`src/rtl/buswake_pkg.sv`:
```
package buswake_pkg;
  typedef enum logic [1:0] {
    PM_RUN    = 2'd0,
    PM_WAIT   = 2'd1,
    PM_STOP   = 2'd2,
    PM_SETTLE = 2'd3
  } pmode_e;

  typedef enum logic [1:0] {
    EK_NONE   = 2'd0,
    EK_WAIT   = 2'd1,
    EK_STOP_W = 2'd2,
    EK_STOP_S = 2'd3
  } entry_e;

  typedef struct packed {
    logic cntClear;
    logic cntStep;
    logic setMask;
    logic setNmi;
    logic loadValid;
    logic validVal;
  } dpStrobe_t;
endpackage

```
`src/rtl/buswake_dp.sv`:
```
module buswake_dp
  import buswake_pkg::*;
#(
  parameter int SYNC_STAGES  = 2,
  parameter int SETTLE_TICKS = 16
) (
  input  logic      clk,
  input  logic      rstN,
  input  logic      rxLine,
  input  logic      intClear,
  input  dpStrobe_t stb,
  output logic      rxRise,
  output logic      rxToggle,
  output logic      cntDone,
  output logic      maskIrq,
  output logic      nmiIrq,
  output logic      wakeValid
);
  localparam int CNT_W = (SETTLE_TICKS > 1) ? $clog2(SETTLE_TICKS) : 1;
  localparam logic [CNT_W-1:0] CNT_LAST = CNT_W'(SETTLE_TICKS - 1);

  logic [SYNC_STAGES:0] chain;
  logic                 syncLvl;
  logic                 prevLvl;
  logic [CNT_W-1:0]     cnt;

  // synchroniser plus one history stage for edge detection
  always_ff @(posedge clk or negedge rstN) begin
    if (!rstN) chain <= '0;
    else       chain <= {chain[SYNC_STAGES-1:0], rxLine};
  end

  assign syncLvl  = chain[SYNC_STAGES-1];
  assign prevLvl  = chain[SYNC_STAGES];
  assign rxRise   = syncLvl & ~prevLvl;
  assign rxToggle = syncLvl ^ prevLvl;

  // clock settling counter, counts reference ticks
  always_ff @(posedge clk or negedge rstN) begin
    if (!rstN)             cnt <= '0;
    else if (stb.cntClear) cnt <= '0;
    else if (stb.cntStep)  cnt <= cnt + CNT_W'(1);
  end

  assign cntDone = (cnt == CNT_LAST);

  // interrupt levels, a set wins over a clear
  always_ff @(posedge clk or negedge rstN) begin
    if (!rstN) begin
      maskIrq <= 1'b0;
      nmiIrq  <= 1'b0;
    end else begin
      if (stb.setMask)   maskIrq <= 1'b1;
      else if (intClear) maskIrq <= 1'b0;
      if (stb.setNmi)    nmiIrq  <= 1'b1;
      else if (intClear) nmiIrq  <= 1'b0;
    end
  end

  always_ff @(posedge clk or negedge rstN) begin
    if (!rstN)              wakeValid <= 1'b0;
    else if (stb.loadValid) wakeValid <= stb.validVal;
  end
endmodule

```
`src/rtl/buswake_ctrl.sv`:
```
module buswake_ctrl
  import buswake_pkg::*;
(
  input  logic      clk,
  input  logic      rstN,
  input  logic      waitReq,
  input  logic      stopReq,
  input  logic      waitToStop,
  input  logic      intEnable,
  input  logic      rxBusy,
  input  logic      eofSeen,
  input  logic      txBusy,
  input  logic      refTick,
  input  logic      rxRise,
  input  logic      rxToggle,
  input  logic      cntDone,
  output pmode_e    mode,
  output dpStrobe_t stb
);
  pmode_e modeQ, modeD;
  entry_e pendQ, pendD, viaQ, reqKind, effKind;
  logic   eofQ, busyQ, ieQ;
  logic   enter, stopWake;

  always_comb begin
    if (stopReq)      reqKind = EK_STOP_S;
    else if (waitReq) reqKind = waitToStop ? EK_STOP_W : EK_WAIT;
    else              reqKind = EK_NONE;
    effKind  = (reqKind != EK_NONE) ? reqKind : pendQ;
    stopWake = busyQ ? rxToggle : rxRise;
  end

  always_comb begin
    modeD = modeQ;
    pendD = pendQ;
    enter = 1'b0;
    stb   = '0;
    unique case (modeQ)
      PM_RUN: begin
        if (effKind != EK_NONE) begin
          if (txBusy) begin
            pendD = effKind;
          end else begin
            pendD = EK_NONE;
            enter = 1'b1;
            modeD = (effKind == EK_WAIT) ? PM_WAIT : PM_STOP;
          end
        end
      end
      PM_WAIT: begin
        if (rxToggle) begin
          modeD         = PM_RUN;
          stb.setMask   = ieQ;
          stb.loadValid = 1'b1;
          stb.validVal  = 1'b1;
        end
      end
      PM_STOP: begin
        if (stopWake) begin
          modeD         = PM_SETTLE;
          stb.cntClear  = 1'b1;
          stb.setNmi    = 1'b1;
          stb.loadValid = 1'b1;
          stb.validVal  = ~busyQ & (viaQ == EK_STOP_W) & eofQ;
        end
      end
      PM_SETTLE: begin
        if (refTick) begin
          if (cntDone) modeD = PM_RUN;
          else         stb.cntStep = 1'b1;
        end
      end
      default: modeD = PM_RUN;
    endcase
  end

  always_ff @(posedge clk or negedge rstN) begin
    if (!rstN) begin
      modeQ <= PM_RUN;
      pendQ <= EK_NONE;
      viaQ  <= EK_NONE;
      eofQ  <= 1'b0;
      busyQ <= 1'b0;
      ieQ   <= 1'b0;
    end else begin
      modeQ <= modeD;
      pendQ <= pendD;
      if (enter) begin
        viaQ  <= effKind;
        eofQ  <= eofSeen;
        busyQ <= rxBusy;
        ieQ   <= intEnable;
      end
    end
  end

  assign mode = modeQ;
endmodule

```
`src/rtl/buswake_top.sv`:
```
module buswake_top
  import buswake_pkg::*;
#(
  parameter int SYNC_STAGES  = 2,
  parameter int SETTLE_TICKS = 16
) (
  input  logic       clk,
  input  logic       rstN,
  input  logic       refTick,
  input  logic       waitReq,
  input  logic       stopReq,
  input  logic       waitToStop,
  input  logic       intEnable,
  input  logic       txBusy,
  input  logic       rxLine,
  input  logic       rxBusy,
  input  logic       eofSeen,
  input  logic       intClear,
  output logic [1:0] powerMode,
  output logic       opClkEn,
  output logic       clkReady,
  output logic       maskIrq,
  output logic       nmiIrq,
  output logic       wakeValid
);
  pmode_e    modeW;
  dpStrobe_t stbW;
  logic      rxRiseW, rxToggleW, cntDoneW;

  buswake_ctrl u_ctrl (
    .clk(clk), .rstN(rstN), .waitReq(waitReq), .stopReq(stopReq),
    .waitToStop(waitToStop), .intEnable(intEnable), .rxBusy(rxBusy),
    .eofSeen(eofSeen), .txBusy(txBusy), .refTick(refTick),
    .rxRise(rxRiseW), .rxToggle(rxToggleW), .cntDone(cntDoneW),
    .mode(modeW), .stb(stbW)
  );

  buswake_dp #(.SYNC_STAGES(SYNC_STAGES), .SETTLE_TICKS(SETTLE_TICKS)) u_dp (
    .clk(clk), .rstN(rstN), .rxLine(rxLine), .intClear(intClear),
    .stb(stbW), .rxRise(rxRiseW), .rxToggle(rxToggleW), .cntDone(cntDoneW),
    .maskIrq(maskIrq), .nmiIrq(nmiIrq), .wakeValid(wakeValid)
  );

  assign powerMode = modeW;
  assign opClkEn   = (modeW != PM_STOP);
  assign clkReady  = (modeW == PM_RUN) || (modeW == PM_WAIT);
endmodule

```
`config.mk`:
```
export PLATFORM = sky130hd
export DESIGN_NAME = buswake_top
export DESIGN_NICKNAME = d
export VERILOG_FILES = /design/src/rtl/buswake_pkg.sv /design/src/rtl/buswake_dp.sv /design/src/rtl/buswake_ctrl.sv /design/src/rtl/buswake_top.sv
export SDC_FILE = /design/constraint.sdc
export NUM_CORES = 1
export LEC_CHECK = 0
export ABC_AREA = 1
export ABC_CLOCK_PERIOD_IN_PS = 1700
export BUFFER_PORTS_ARGS = -buffer_cell sky130_fd_sc_hd__buf_2
export CORE_MARGIN = 2
export CORE_UTILIZATION = 50
export CTS_BUF_LIST = sky130_fd_sc_hd__clkbuf_16
export DETAILED_ROUTE_END_ITERATION = 16
export PLACE_DENSITY = 0.81
export SYNTH_ARGS = -nofsm -noshare
export SYNTH_HDL_FRONTEND = slang
export SYNTH_SLANG_ARGS = --single-unit
```
`constraint.sdc`:
```
create_clock -name clk -period 1.7 [get_ports clk]
set_clock_uncertainty 0.05 [all_clocks]
set_input_delay 0.34 -clock clk [delete_from_list [all_inputs] [get_ports clk]]
set_output_delay 0.34 -clock clk [all_outputs]
set_load 0.02 [all_outputs]
```
* Word level (Yosys, flattened, before mapping)
Cells that the tools add are included.
** Operators by class
- Multiplexer cells :: 33
- Reduce and logical (&&, ||, !) cells :: 9
- Equality and inequality tests :: 13
- $add $sub $neg :: 1
- Bitwise operators :: 6
** Operator list (count)
- 2-to-1 mux 2 bit :: 13
- 2-to-1 mux 1 bit :: 15
- nonzero test 2 bit :: 5
- 2-to-1 mux 4 bit :: 2
- != test 2 bit, second input constant :: 4
- case mux 2 bit (4 select lines) :: 1
- equality test 2 bit, second input constant :: 3
- != test 2 x 1 -> 1 bit, second input constant :: 3
- AND reduction 6 bit :: 1
- adder 4 x 1 -> 4 bit, second input constant :: 1
- equality test 2 x 1 -> 1 bit, second input constant :: 2
- equality test 4 bit, second input constant :: 1
- case mux 2 bit (2 select lines) :: 1
- bitwise AND 1 bit :: 3
- 2-to-1 mux 3 bit :: 1
- logical NOT 2 bit :: 1
- NOT 1 bit :: 2
- AND reduction 2 bit :: 1
- logical OR 1 bit :: 1
- bitwise XOR 1 bit :: 1
** Word-level totals
- Output and inout port bits :: 7
- Bits of input ports :: 12
- Register bits after elaboration :: 19

* Logic depth before layout (Yosys ltp)
Gate-level depths: netlist of run 1.
- Depth after elaboration :: 10
- Depth in mapped cells :: 10
- Depth with buffers taken out :: 10

* By module
A second synthesis of run 1 with hierarchy kept.
** Second synthesis, totals
- Cell total of the unflattened synthesis :: 136
- Area total of the unflattened synthesis :: 1062.3 um^2
** By module, submodules not included
- buswake_ctrl :: cells an instance 93, times used 1, area an instance 635.6 um^2
- buswake_dp :: cells an instance 40, times used 1, area an instance 415.4 um^2
- buswake_top :: cells an instance 3, times used 1, area an instance 11.3 um^2

* Worst setup path after synthesis of run 1
No wires, ideal clock.
- Path type :: register to output
- Start :: reg u_ctrl.modeQ[0] (netlist: u_ctrl.mode[0])
- End :: out clkReady
- Setup slack :: 0.102 ns
- Cell stages (with the launch flop) :: 4
- Buffers on the path :: 0
- Required time :: 1.310 ns
- Arrival :: 1.208 ns
- Cell sequence :: dfrtp_1 > inv_1 > ha_1 > or2_2
** Between the ends
- Cells in the longest elaborated chain, start to end :: 2
** RTL lines
- start: declaration :: RTL line buswake_ctrl.sv:20 : pmode_e modeQ, modeD;
- start signal: assignment :: RTL line buswake_ctrl.sv:86 : modeQ <= modeD;
- equality test 2 x 1 -> 1 bit or logical NOT 2 bit (tied branches) :: RTL line buswake_top.sv:46 : assign clkReady = (modeW == PM_RUN) || (modeW == PM_WAIT);
- logical OR 1 bit * :: RTL line buswake_top.sv:46
- end: declaration :: RTL line buswake_top.sv:21 : output logic clkReady,
Mark *: on every way between the ends. The rest lies on a longest branch, timed or not.

* Final worst setup path of run 1
Same ends and word-level chain as after synthesis.

==> results.yml, run 1 <==
status:
  outcome: "finished clean"
logic_synthesis:
  synth_top_cell_area_share_pct: 45.5
  synth_top_cells_by_area: "dfrtp_1 (46%), nand2_1 (13%), ha_1 (8.4%)"
  yosysWarningCount: 0
  synth_common_cells: "nand2_1 (36), dfrtp_1 (19), inv_1 (15), nand3_1 (11), ha_1 (7)"
  syn_area_per_cell_um2: 8.49
  netlist_area_mm2: 0.00104
  ys_seq_elements: 19
  async_flop_share_pct: 100
  synth_top_area_cell: "dfrtp_1"
  synth_fp_nets: 142
  synth_seq_area_share_pct: 45.5
  synth-edff-count: 0
  yosys_most_used_dff: "dfrtp_1"
  synthCells: 123
  yosysMostFrequentCell: "nand2_1"
  yosysUniqueCellTypes: 22
critical_path:
  critPathLaunchType: "register"
  path_max_fanout: 3
  critical_path_class: "reg -> out"
  crit_arrival_ns: 1.27
  required_ns: 1.31
  crit_path_end_kind: "output port"
cells_and_area:
  multi_input_area_um2: 527
  seq_area_um2: 475
  drive_gt1_share_pct: 32.9
  num-fill-cells: 170
  n_antenna_cell: 0
  areaGrowthSynthToFinish_pct: 26.1
  fin_area_mm2: 0.00132
  nets: 169
global_routing:
  grt_pass1_wl_mm: 3.48
  grt_overflow_total: 0
  antenna_found_initial: 0
  grt_pass1_vias: 901
  grt_max_degree: 20
  track_usage_pct: 18.6
power_and_ir_drop:
  p_leak_nw: 0.684
  power_density_mw_per_mm2: 1690
  irDropWorstVdd_v: 0.00106
  power.total_mw: 2.22
clock_network:
  htree_levels: 1
  clk_latency_ns: 0.25
  clkTransAtPathRegs_ns: 0.05
  cts-buffers-inserted: 3
  clockBufferDepth: 2
  tritoncts: "yes"
  root_buffer: "clkbuf_16"
  cts.sinks: 19
sta:
  rsz0062_at_grt: "no"
  whs_ns: 0.143
  finalCritPeriodShare_pct: 97.4
  timing.fmax_mhz: 604
  worstMarginPinSlew_ns: 0.411
  period_minus_slack_ns: 1.66
  setup_viol: 0
  maxSlewViolCount: 0
  fin_tns_setup_ns: 0
  slew_headroom_pct: 72.6
  hold_viol: 0
detailed_routing:
  antenna_left: 0
  vias: 878
  first_pass_iters: 4
  routed_via_density: 4.99
  drc: 0
  routed_wl_mm: 2.02
  drtIter0Drc: 14
  wire_per_inst_um: 11.5
floorplanning:
  core_mm2: 0.00196
  start_util_pct: 53.3
  dieArea_mm2: 0.00247
  die-height_um: 49.7
  fp.dieW_um: 49.7
  rows: 16
  pin_count: 19
place:
  dpl_cell_area_mm2: 0.00118
  dp_hpwl_mm: 1.55
  gp_congestion: 0.829
  placement.io_buffers: 18
hold_path:
  hp-class: "in -> reg"
run:
  maxCapViolCount: 0
## per-stage QoR
stage	utilization, %	instances	worst slack [ns]
floorplan	-	123	0.102
global placement	60.3	170	0.212
detailed placement	60.3	170	0.145
CTS	65.9	176	0.00106
global route	67.2	176	0.00109
finish	67.2	176	0.0439
## path summary, 6_finish.rpt
kind	end	slack (ns)	cells past startpoint	start
worst max-delay path	clkReady	0.04	4	u_ctrl.mode[0]$_DFFE_PN0P_
worst min register to register	u_dp.chain[1]$_DFF_PN0_	0.30	0	u_dp.chain[0]$_DFF_PN0_
min in group asynchronous	u_dp.chain[2]$_DFF_PN0_	0.50	2	rstN
worst max register to register	u_ctrl.mode[0]$_DFFE_PN0P_	0.17	10	u_ctrl.mode[0]$_DFFE_PN0P_
max in group asynchronous	u_dp.cnt[2]$_DFFE_PN0P_	0.81	2	rstN
worst min-delay path	u_dp.chain[0]$_DFF_PN0_	0.14	1	rxLine
## metal layers
layer | track usage [%] | routed length, µm
met1 | 21.3 | 840
met4 | 6.94 | 13
met3 | 2.73 | 92
met5 | 0 | 0
met2 | 34.4 | 1080
## report_power, final
part           internal [mW]  switching (mW)  leakage, nW
Combinational          0.412           0.615        0.407
Clock                  0.317           0.165       0.0371
Sequential             0.606           0.109        0.240
Total                   1.33           0.889        0.684
## cells in the final DEF, fill, tap and decap left out, drive strengths merged
cell / count
clkinvlp: 1
ha: 7
xnor2: 1
a21oi: 1
nor2: 7
dlygate4sd3: 1
or2: 2
nand3: 14
dfrtp: 19
inv: 18
o21ai: 9
nand2: 40
nand4: 1
xor2: 2
clkbuf: 3
buf: 21
o31ai: 1
o22ai: 1
## final cells by class
cell class	count	share of cell area, %
multi-input cells	86	40.0
flip-flops and latches	19	36.1
repair buffers	22	9.78
clock buffers	3	5.70
inverters	18	5.32
well taps	27	2.56
clock inverters	1	0.570
## logic make-up after synthesis
logic type      synth area share [%]
xor+xnor                        2.52
buf+inv                         6.71
flops                           45.5
simple gates                    29.7
compound gates                  7.19
fa+ha+maj                       8.38
## critical path: stages, from the launching register on
cell and delay, ns:
dfrtp_1 0.42, inv_2 0.09, ha_4 0.16, or2_4 0.22, buf_6 0.13
## sequential cells by signal, summed over array words and instances, names as in the netlist, 2 cells and up
| signal | cells |
|---|---|
| u_ctrl.pendQ | 2 |
| u_ctrl.mode | 2 |
| u_dp.cnt | 4 |
| u_dp.chain | 3 |
| u_ctrl.viaQ | 2 |
## repair_timing
| item | 4_1_cts | 5_1_grt |
|---|---|---|
| hold buffers | 1 | 0 |
| pin swaps | 0 | 1 |
| hold endpoints to repair | 19 | 0 |
| resized for setup | 4 | 6 |
| endpoints found under the setup margin | 1 | 2 |
| setup buffers | 1 | 0 |
Note: power is estimated with default switching activity, not from simulation.
==> run 2, diff against run 1 <==
Settings changed: GPL_TIMING_DRIVEN from default to 0.
==> run 2 against run 1 <==
Compared with the run above: global-route usage increased by 0.59 points; sequential power increased by 0.8%; clock power about the same; sequential share of layout area decreased by 0.21 points; routed wire length decreased by 0.59%; combinational power about the same; critical endpoint unchanged.
==> results.yml, run 2 (synthesis results as in run 1) <==
status:
  outcome: "finished clean"
critical_path:
  critical_path_class: "reg -> out"
  required_ns: 1.31
  critPathLaunchType: "register"
  crit_path_end_kind: "output port"
  crit_arrival_ns: 1.27
  r2r_start: "u_ctrl.mode[0]$_DFFE_PN0P_"
  r2r-end: "u_ctrl.mode[0]$_DFFE_PN0P_"
  r2r_cells: 9
  path_max_fanout: 4
  reg2reg_slack_ns: 0.19
hold_path:
  min_path_cells: 1
  hp-class: "in -> reg"
  min-delay-start: "rxLine"
  holdPathEnd: "u_dp.chain[0]$_DFF_PN0_"
cells_and_area:
  largest-register: "u_dp.cnt"
  final_cell_mix: "nand2_1 (36), dfrtp_1 (18), buf_2 (16)"
  largest_reg_flops: 4
  num-fill-cells: 165
  nets: 170
  final_common_cell: "nand2_1"
  drive_gt1_share_pct: 34.0
  areaGrowthSynthToFinish_pct: 27.2
  n_antenna_cell: 0
  layout_top_registers: "u_dp.cnt (4), u_dp.chain (3)"
  fin_area_mm2: 0.00133
detailed_routing:
  drc: 0
  vias: 866
  drtIter0Drc: 10
  antenna_left: 0
  routed_wl_mm: 2.01
  routed_via_density: 4.89
  wire_per_inst_um: 11.4
  first_pass_iters: 4
sta:
  timing.fmax_mhz: 604
  period_minus_slack_ns: 1.66
  hold_viol: 0
  setup_viol: 0
  worstMarginPinSlew_ns: 0.407
  fin_tns_setup_ns: 0
  finalCritPeriodShare_pct: 97.4
  slew_headroom_pct: 72.9
  whs_ns: 0.143
  rsz0062_at_grt: "no"
  maxSlewViolCount: 0
run:
  maxCapViolCount: 0
floorplanning:
  dieArea_mm2: 0.00247
  core_mm2: 0.00196
  start_util_pct: 53.3
  rows: 16
  fp.dieW_um: 49.7
  pin_count: 19
  die-height_um: 49.7
clock_network:
  clkTransAtPathRegs_ns: 0.05
  clockBufferDepth: 2
  htree_levels: 1
  cts-buffers-inserted: 3
  cts.sinks: 19
  clk_latency_ns: 0.25
  tritoncts: "yes"
  root_buffer: "clkbuf_16"
place:
  placement.io_buffers: 18
  dpl_cell_area_mm2: 0.00117
  dp_hpwl_mm: 1.51
  gp_congestion: 0.825
global_routing:
  antenna_found_initial: 0
  grt_pass1_wl_mm: 3.58
  grt_pass1_vias: 901
  grt_max_degree: 20
  track_usage_pct: 19.1
  grt_overflow_total: 0
power_and_ir_drop:
  p_leak_nw: 0.689
  power.total_mw: 2.24
  power_density_mw_per_mm2: 1690
  irDropWorstVdd_v: 0.000948
[run 2: cell types whose count changed in the layout (fill, tap and decap cells not counted)]
cell / change
buf_4: +2
dfrtp_2: +1
buf_2: -1
dfrtp_1: -1
[run 2: layout make-up]
class,count,area (µm²),area share [%]
multi-input cells,86,527,39.6
flip-flops and latches,19,477,35.9
repair buffers,23,139,10.5
clock buffers,3,75.1,5.65
inverters,18,70.1,5.27
well taps,27,33.8,2.54
clock inverters,1,7.51,0.565
[run 2: worst max path at each step]
| stage | startpoint | end | slack, ns | depth (start not counted) |
|---|---|---|---|---|
| CTS | u_ctrl.mode[1]$_DFFE_PN0P_ | opClkEn | 0.006 | 4 |
| global placement | u_ctrl.mode[0]$_DFFE_PN0P_ | clkReady | 0.08 | 4 |
| floorplan | u_ctrl.mode[0]$_DFFE_PN0P_ | clkReady | 0.10 | 3 |
| global route | u_ctrl.mode[1]$_DFFE_PN0P_ | clkReady | 0.006 | 4 |
| detailed placement | u_ctrl.mode[0]$_DFFE_PN0P_ | clkReady | 0.08 | 4 |
| finish | u_ctrl.mode[1]$_DFFE_PN0P_ | clkReady | 0.04 | 4 |
[run 2: stage by stage]
stage	worst slack, ns	cells	util (%)
CTS	0.00581	177	67.7
detailed placement	0.0754	168	59.6
floorplan	0.102	123	-
finish	0.0437	177	67.7
global route	0.00643	177	67.7
global placement	0.0812	168	59.6
[run 2: where the power goes]
group	switching [mW]	internal [mW]
registers	0.113	0.607
logic	0.609	0.428
clock network	0.165	0.317
total	0.887	1.35
[run 2: per-layer routing]
metal	GRT usage (%)	wire [µm]	share of wire, %	vias to the layer above
met5	0	0	0	-
met4	6.94	19	0.94	0
met3	2.73	73	3.6	4
met2	34.9	1060	52	22
met1	22.6	864	43	397
li1	-	-	-	443
[run 2: worst max-delay path, cell delays in order, from the launching register on]
cell	delay [ns]
dfrtp_1	0.37
inv_2	0.09
ha_4	0.18
or2_4	0.25
buf_6	0.13
[run 2: timing repair]
| item | CTS | global route |
|---|---|---|
| setup buffers | 4 | 0 |
| gates cloned | 0 | 0 |
| hold buffers | 1 | 0 |
| pin swaps | 2 | 0 |
| resized for setup | 11 | 1 |
| endpoints found under the setup margin | 2 | 1 |
| hold endpoints to repair | 19 | 0 |
